[src/rtl/csa_pkg.sv]
package csa_pkg;

    // Longest ripple chain allowed inside any one segment.
    localparam int MAX_RIPPLE = 16;

    typedef struct packed {
        logic c;
        logic s;
    } bit_res_t;

    function automatic bit_res_t half_add(input logic x, input logic y);
        bit_res_t r;
        r.s = x ^ y;
        r.c = x & y;
        return r;
    endfunction

    // Two half adders, with the two carries merged by an OR.
    function automatic bit_res_t full_add(input logic x, input logic y, input logic ci);
        bit_res_t h1;
        bit_res_t h2;
        bit_res_t r;
        h1  = half_add(x, y);
        h2  = half_add(h1.s, ci);
        r.s = h2.s;
        r.c = h1.c | h2.c;
        return r;
    endfunction

endpackage

[src/rtl/csa_ripple.sv]
module csa_ripple #(
    parameter int W = 4
) (
    input  logic [W-1:0] a_i,
    input  logic [W-1:0] b_i,
    input  logic         cin_i,
    output logic [W-1:0] sum_o,
    output logic         cout_o
);
    import csa_pkg::*;

    logic [W:0] chain;
    assign chain[0] = cin_i;

    for (genvar i = 0; i < W; i++) begin : g_cell
        bit_res_t r;
        assign r          = full_add(a_i[i], b_i[i], chain[i]);
        assign sum_o[i]   = r.s;
        assign chain[i+1] = r.c;
    end

    assign cout_o = chain[W];
endmodule

[src/rtl/csa_select_seg.sv]
module csa_select_seg #(
    parameter int W = 8
) (
    input  logic [W-1:0] a_i,
    input  logic [W-1:0] b_i,
    input  logic         sel_i,
    output logic [W-1:0] sum_o,
    output logic         cout_o
);
    // The two speculative copies, one per assumed carry-in.
    logic [W-1:0] s_zero;
    logic [W-1:0] s_one;
    logic         c_zero;
    logic         c_one;

    csa_ripple #(.W(W)) u_zero (
        .a_i(a_i), .b_i(b_i), .cin_i(1'b0), .sum_o(s_zero), .cout_o(c_zero)
    );
    csa_ripple #(.W(W)) u_one (
        .a_i(a_i), .b_i(b_i), .cin_i(1'b1), .sum_o(s_one), .cout_o(c_one)
    );

    // W+1 two-input multiplexers: the sum bits plus the carry.
    always_comb begin
        if (sel_i) {cout_o, sum_o} = {c_one, s_one};
        else       {cout_o, sum_o} = {c_zero, s_zero};
    end
endmodule

[src/rtl/csa_adder.sv]
module csa_adder #(
    parameter int N     = 32,
    parameter int LOW_W = 4,
    parameter int SEG_W = 7
) (
    input  logic [N-1:0] a_i,
    input  logic [N-1:0] b_i,
    input  logic         cin_i,
    output logic [N-1:0] sum_o,
    output logic         cout_o,
    output logic         ovf_o
);
    import csa_pkg::*;

    localparam int HI_W = N - LOW_W;
    localparam int NSEG = (HI_W + SEG_W - 1) / SEG_W;

    if (LOW_W < 1 || LOW_W >= N || LOW_W > MAX_RIPPLE ||
        SEG_W < 1 || SEG_W > MAX_RIPPLE) begin : g_bad_split
        $error("csa_adder: invalid segment split");
    end

    // seg_c[k] is the real carry entering speculative segment k.
    logic [NSEG:0] seg_c;

    csa_ripple #(.W(LOW_W)) u_low (
        .a_i   (a_i[LOW_W-1:0]),
        .b_i   (b_i[LOW_W-1:0]),
        .cin_i (cin_i),
        .sum_o (sum_o[LOW_W-1:0]),
        .cout_o(seg_c[0])
    );

    for (genvar k = 0; k < NSEG; k++) begin : g_seg
        localparam int LO = LOW_W + k * SEG_W;
        localparam int SW = ((N - LO) < SEG_W) ? (N - LO) : SEG_W;

        csa_select_seg #(.W(SW)) u_seg (
            .a_i   (a_i[LO +: SW]),
            .b_i   (b_i[LO +: SW]),
            .sel_i (seg_c[k]),
            .sum_o (sum_o[LO +: SW]),
            .cout_o(seg_c[k+1])
        );
    end

    // The carry into the top bit is recovered from that bit's sum:
    // s = a ^ b ^ c  gives  c = s ^ a ^ b.
    logic top_cin;
    assign top_cin = sum_o[N-1] ^ a_i[N-1] ^ b_i[N-1];
    assign cout_o  = seg_c[NSEG];
    assign ovf_o   = top_cin ^ seg_c[NSEG];
endmodule

[config.mk]
export PLATFORM = sky130hd
export DESIGN_NAME = csa_adder
export DESIGN_NICKNAME = d
export VERILOG_FILES = /design/src/rtl/csa_pkg.sv /design/src/rtl/csa_ripple.sv /design/src/rtl/csa_select_seg.sv /design/src/rtl/csa_adder.sv
export SDC_FILE = /design/constraint.sdc
export NUM_CORES = 1
export LEC_CHECK = 0
export BUFFER_PORTS_ARGS = -buffer_cell sky130_fd_sc_hd__buf_4
export CAP_MARGIN = 20
export CORE_ASPECT_RATIO = 0.75
export CORE_MARGIN = 3
export CORE_UTILIZATION = 35
export DETAILED_ROUTE_END_ITERATION = 10
export PLACE_DENSITY = 0.85
export SYNTH_ARGS = -nofsm -noshare
export SYNTH_HDL_FRONTEND = slang
export SYNTH_SLANG_ARGS = --single-unit
export TNS_END_PERCENT = 10
[constraint.sdc]
create_clock -name vclk -period 14.8
set_clock_uncertainty 0.15 [all_clocks]
set_input_delay 0 -clock vclk [all_inputs]
set_output_delay 0 -clock vclk [all_outputs]
set_load 0.05 [all_outputs]
==> results of run 1 <==
[cell type report]
type	count	share of cell area, %
multi-input combinational	48	46.9
timing repair buffer	99	45.8
inverter	21	4.86
tap	32	2.47
[cell usage in the layout (no fill, tap or decap), drive strengths merged]
| master | n |
|---|---|
| a21oi | 1 |
| buf | 99 |
| fa | 28 |
| ha | 8 |
| inv | 21 |
| mux2i | 3 |
| nor2 | 1 |
| xnor2 | 2 |
| xor2 | 5 |
[per-stage QoR]
step / util [%] / instances
CTS: 75.9 / 200
detailed placement: 75.9 / 200
floorplan: - / 69
global placement: 75.9 / 200
finish: 75.9 / 200
global route: 75.9 / 200
[worst min-delay path, delay by kind of cell]
family                   cells  cell delay [ns]
buffers and inverters        2             0.27
adder cells (fa/ha/maj)      1             0.15
[where the power goes]
part	internal (mW)	switching [mW]
sequential	0	0
clock	0	0
combinational	0.0490	0.0978
total	0.0490	0.0978
[metal layers]
metal,routed length [µm],vias up
li1,-,392
met1,766,419
met2,1400,68
met3,391,4
met4,54,0
met5,0,-
[kinds of logic after synthesis]
group                    after synthesis  synth area share (%)
AO/OA/AOI/OAI                          1                 0.596
XOR/XNOR                               7                  7.30
adder cells (fa/ha/maj)               36                  78.7
buffers and inverters                 21                  9.39
multiplexers                           3                  3.58
AND/OR/NAND/NOR                        1                 0.447
[path summary, 6_finish.rpt]
kind / end / slack, ns
worst min-delay path: sum_o[1] / 0.27
worst max-delay path: ovf_o / 2.16
==> results.cfg, run 1 <==
[status]
outcome = finished, final reports clean

[sta]
whs_ns = 0.271
min_period_ns = 12.64
finalSetupViolCount = 0
rsz0062_at_grt = false
hold_viol_final = 0
drv_slew = 0
worst_pin_slew_ns = 0.177
setup_ws_ns = 2.16
fin_crit_sh_pct = 85.4
tns_ns = 0
slew_headroom_pct = 87.9
fmax_mhz = 79.1

[grt]
grt_busiest_layer = met2
use_met1_pct = 15.6
gr-total-overflow = 0
grt_util_met2_pct = 34.2
grt_max_degree = 4
grt_pass1_vias = 1005
grt.total_usage_pct = 16.9
antenna_found_initial = 0
gr-usage-met3_pct = 6.71
grt_pass1_wl_mm = 4.18

[floorplanning]
core_area_mm2 = 0.00214
die-height_um = 48.4
start_util_pct = 39.3
rows = 14
ioPinCount = 99
die_w_um = 62.6
dieArea_mm2 = 0.00303

[place]
pre_cts_ws_ns = 2.09
placed_cell_area_mm2 = 0.00162
port_buffers = 99
dpl.hpwl_mm = 2.63
place.gp.congestion = 0.686

[critical_path]
cp-end-kind = primary output
setup.worst_path.class = in -> out
cpMaxStageDelayCell = fa_1
critPathRequiredTime_ns = 14.65
critical_path.max_stage_delay_ns = 0.46
cp_num_cells = 40
cp.arrival_ns = 12.49
crit_fanout = 3
start_kind = primary input
crit_start = a_i[0]
cp_top_family = adder cells
cp_common_cell = fa_1
cp.buffers_inverters = 5

[power]
p_per_area_mw_per_mm2 = 90.5
vdd_drop_max_v = 0.0000581
total_power_mw = 0.147
total_leakage_power_nw = 0.893

[yosys]
yosysTopAreaCellShare_pct = 66.8
netlist_top_cells_count = fa_1, inv_1, ha_1, xor2_1, mux2i_1
synth_most_common_cell = fa_1
synth_nets = 170
netlist_top_cells_area = fa_1, ha_1, inv_1
synth_area_leader_cell = fa_1
synthCells = 69
syn_area_um2 = 840
yosys_warnings = 0
ys_types = 8
syn_avg_cell_area_um2 = 12.2
ys_seq_area_share_pct = 0

[finish]
fin_nets = 271
fillers = 154
clkbuf_count = 0
antennaDiodeCount = 0
multi_input_area_um2 = 761
final_cell_area_mm2 = 0.00162
regArea_um2 = 0
syn_to_final_growth_pct = 93.3
nFlopsAndLatches = 0
drive_gt1_share_pct = 58.9

[hold_path]
min_path_type = in -> out
hold_depth = 3
min-delay-start = b_i[1]

[detailed_routing]
drtAntennaViolNets = 0
drtIter0Drc = 7
drc = 0
wl_per_cell_um = 13.1
vias = 883
firstDrtPassIters = 2
viasPerCell = 4.42
wl_mm = 2.62

[clocking]
hold_buffers = 0
ctsResizeCount = 0
post_cts_buffers = 0

[job]
cap_viol_max_count = 0
(Power assumes the default switching activity.)
==> run 2: changes to the inputs <==
- ABC_AREA: default -> 1
- CORE_UTILIZATION: 35 -> 36
- PLACE_DENSITY: 0.85 -> 0.87
==> results.cfg, run 2 <==
[status]
outcome = finished, final reports clean

[grt]
grt_util_met2_pct = 38.2
grt_busiest_layer = met2
gr-total-overflow = 0
antenna_found_initial = 0
grt_max_degree = 4
grt_pass1_wl_mm = 4.20
use_met1_pct = 19.1
grt_pass1_vias = 947
gr-usage-met3_pct = 7.37
grt.total_usage_pct = 18.4

[finish]
fin_nets = 281
final_common_cell = buf_4
clkbuf_count = 0
fillers = 135
antennaDiodeCount = 0
multi_input_area_um2 = 781
final_cell_area_mm2 = 0.00164
final_cell_mix = buf_4, fa_1, inv_1
drive_gt1_share_pct = 56.2
regArea_um2 = 0
nFlopsAndLatches = 0
syn_to_final_growth_pct = 91.9

[critical_path]
cp_common_cell = fa_1
cpMaxStageDelayCell = fa_1
cp.arrival_ns = 12.51
cp.buffers_inverters = 6
start_kind = primary input
crit_fanout = 3
setup.worst_path.class = in -> out
cp-end-kind = primary output
critical_path.max_stage_delay_ns = 0.44
cp_top_family = adder cells
critPathRequiredTime_ns = 14.65

[yosys]
synth_most_common_cell = fa_1
netlist_top_cells_area = fa_1, ha_1, inv_1
ys_seq_area_share_pct = 0
syn_avg_cell_area_um2 = 10.8
muxShareOfSynthArea_pct = 0
ys_types = 9
synth_compound_area_share_pct = 2.35
yosys.area_share.adder_pct = 77.5
yosys.area_share.simple_pct = 6.61
synth_nets = 180
syn_area_um2 = 852
synthXorXnorAreaFrac_pct = 5.14
yosys_warnings = 0
synthCells = 79
synth_area_leader_cell = fa_1
yosysTopAreaCellShare_pct = 65.8
netlist_top_cells_count = fa_1, inv_1, nand2_1, ha_1, nor2_1
synth_top_family_by_area = adder cells

[sta]
whs_ns = 0.268
setup_ws_ns = 2.14
rsz0062_at_grt = false
slew_headroom_pct = 86.0
tns_ns = 0
fin_crit_sh_pct = 85.5
drv_slew = 0
hold_viol_final = 0
min_period_ns = 12.66
finalSetupViolCount = 0
fmax_mhz = 79.0
worst_pin_slew_ns = 0.210

[floorplanning]
ioPinCount = 99
core_area_mm2 = 0.00212
start_util_pct = 40.2
die_w_um = 62.2
rows = 14
dieArea_mm2 = 0.00299
die-height_um = 48.1

[power]
total_leakage_power_nw = 0.906
p_per_area_mw_per_mm2 = 88.9
vdd_drop_max_v = 0.0000554

[detailed_routing]
drtAntennaViolNets = 0
drtIter0Drc = 11
drc = 0
wl_mm = 2.75
wl_per_cell_um = 13.1
firstDrtPassIters = 4
viasPerCell = 4.29
vias = 901

[clocking]
ctsResizeCount = 0
post_cts_buffers = 0
hold_buffers = 0

[hold_path]
holdPathEnd = sum_o[12]
hold_depth = 3
min_path_type = in -> out
min-delay-start = b_i[12]

[job]
cap_viol_max_count = 0

[place]
dpl.hpwl_mm = 2.69
pre_cts_ws_ns = 2.08
port_buffers = 99
place.gp.congestion = 0.699
placed_cell_area_mm2 = 0.00164
==> run 2: cell type report <==
cell class | count | share of cell area [%]
tap | 32 | 2.45
timing repair buffer | 99 | 45.4
multi-input combinational | 60 | 47.7
inverter | 19 | 4.36
==> run 2: stage by stage <==
step	utilization (%)	std cells	power, mW
final	77.2	210	0.145
after global routing	77.2	210	0.155
after CTS	77.2	210	0.147
after detailed placement	77.2	210	0.146
after global placement	77.2	210	0.143
after floorplan	-	79	0.104
==> run 2: per-layer routing <==
| layer | routed length [µm] | up-vias |
|---|---|---|
| li1 | - | 424 |
| met3 | 434 | 2 |
| met1 | 815 | 406 |
| met2 | 1490 | 69 |
| met4 | 15 | 0 |
| met5 | 0 | - |
==> run 2: where the power goes <==
group / switching (mW) / internal [mW]
clock: 0 / 0
combinational: 0.0971 / 0.0482
sequential: 0 / 0
total: 0.0971 / 0.0482
==> run 2: worst max path at each step <==
stage            from  endpoint  depth (start not counted)
6_report       a_i[0]     ovf_o                         46
5_1_grt        a_i[0]     ovf_o                         46
3_5_place_dp   a_i[0]     ovf_o                         46
3_3_place_gp   a_i[0]     ovf_o                         46
2_1_floorplan  a_i[0]     ovf_o                         44
4_1_cts        a_i[0]     ovf_o                         46
==> run 2: worst min-delay path, cell delays in order <==
cell	delay, ns
buf_4	0.08
fa_1	0.14
buf_4	0.19
==> run 2: kinds of logic after synthesis <==
family,after synthesis
adders and majority gates,36
AOI/OAI and AO/OA,4
xor gates and xnor gates,5
buffers and inverters,19
and+or+nand+nor,15
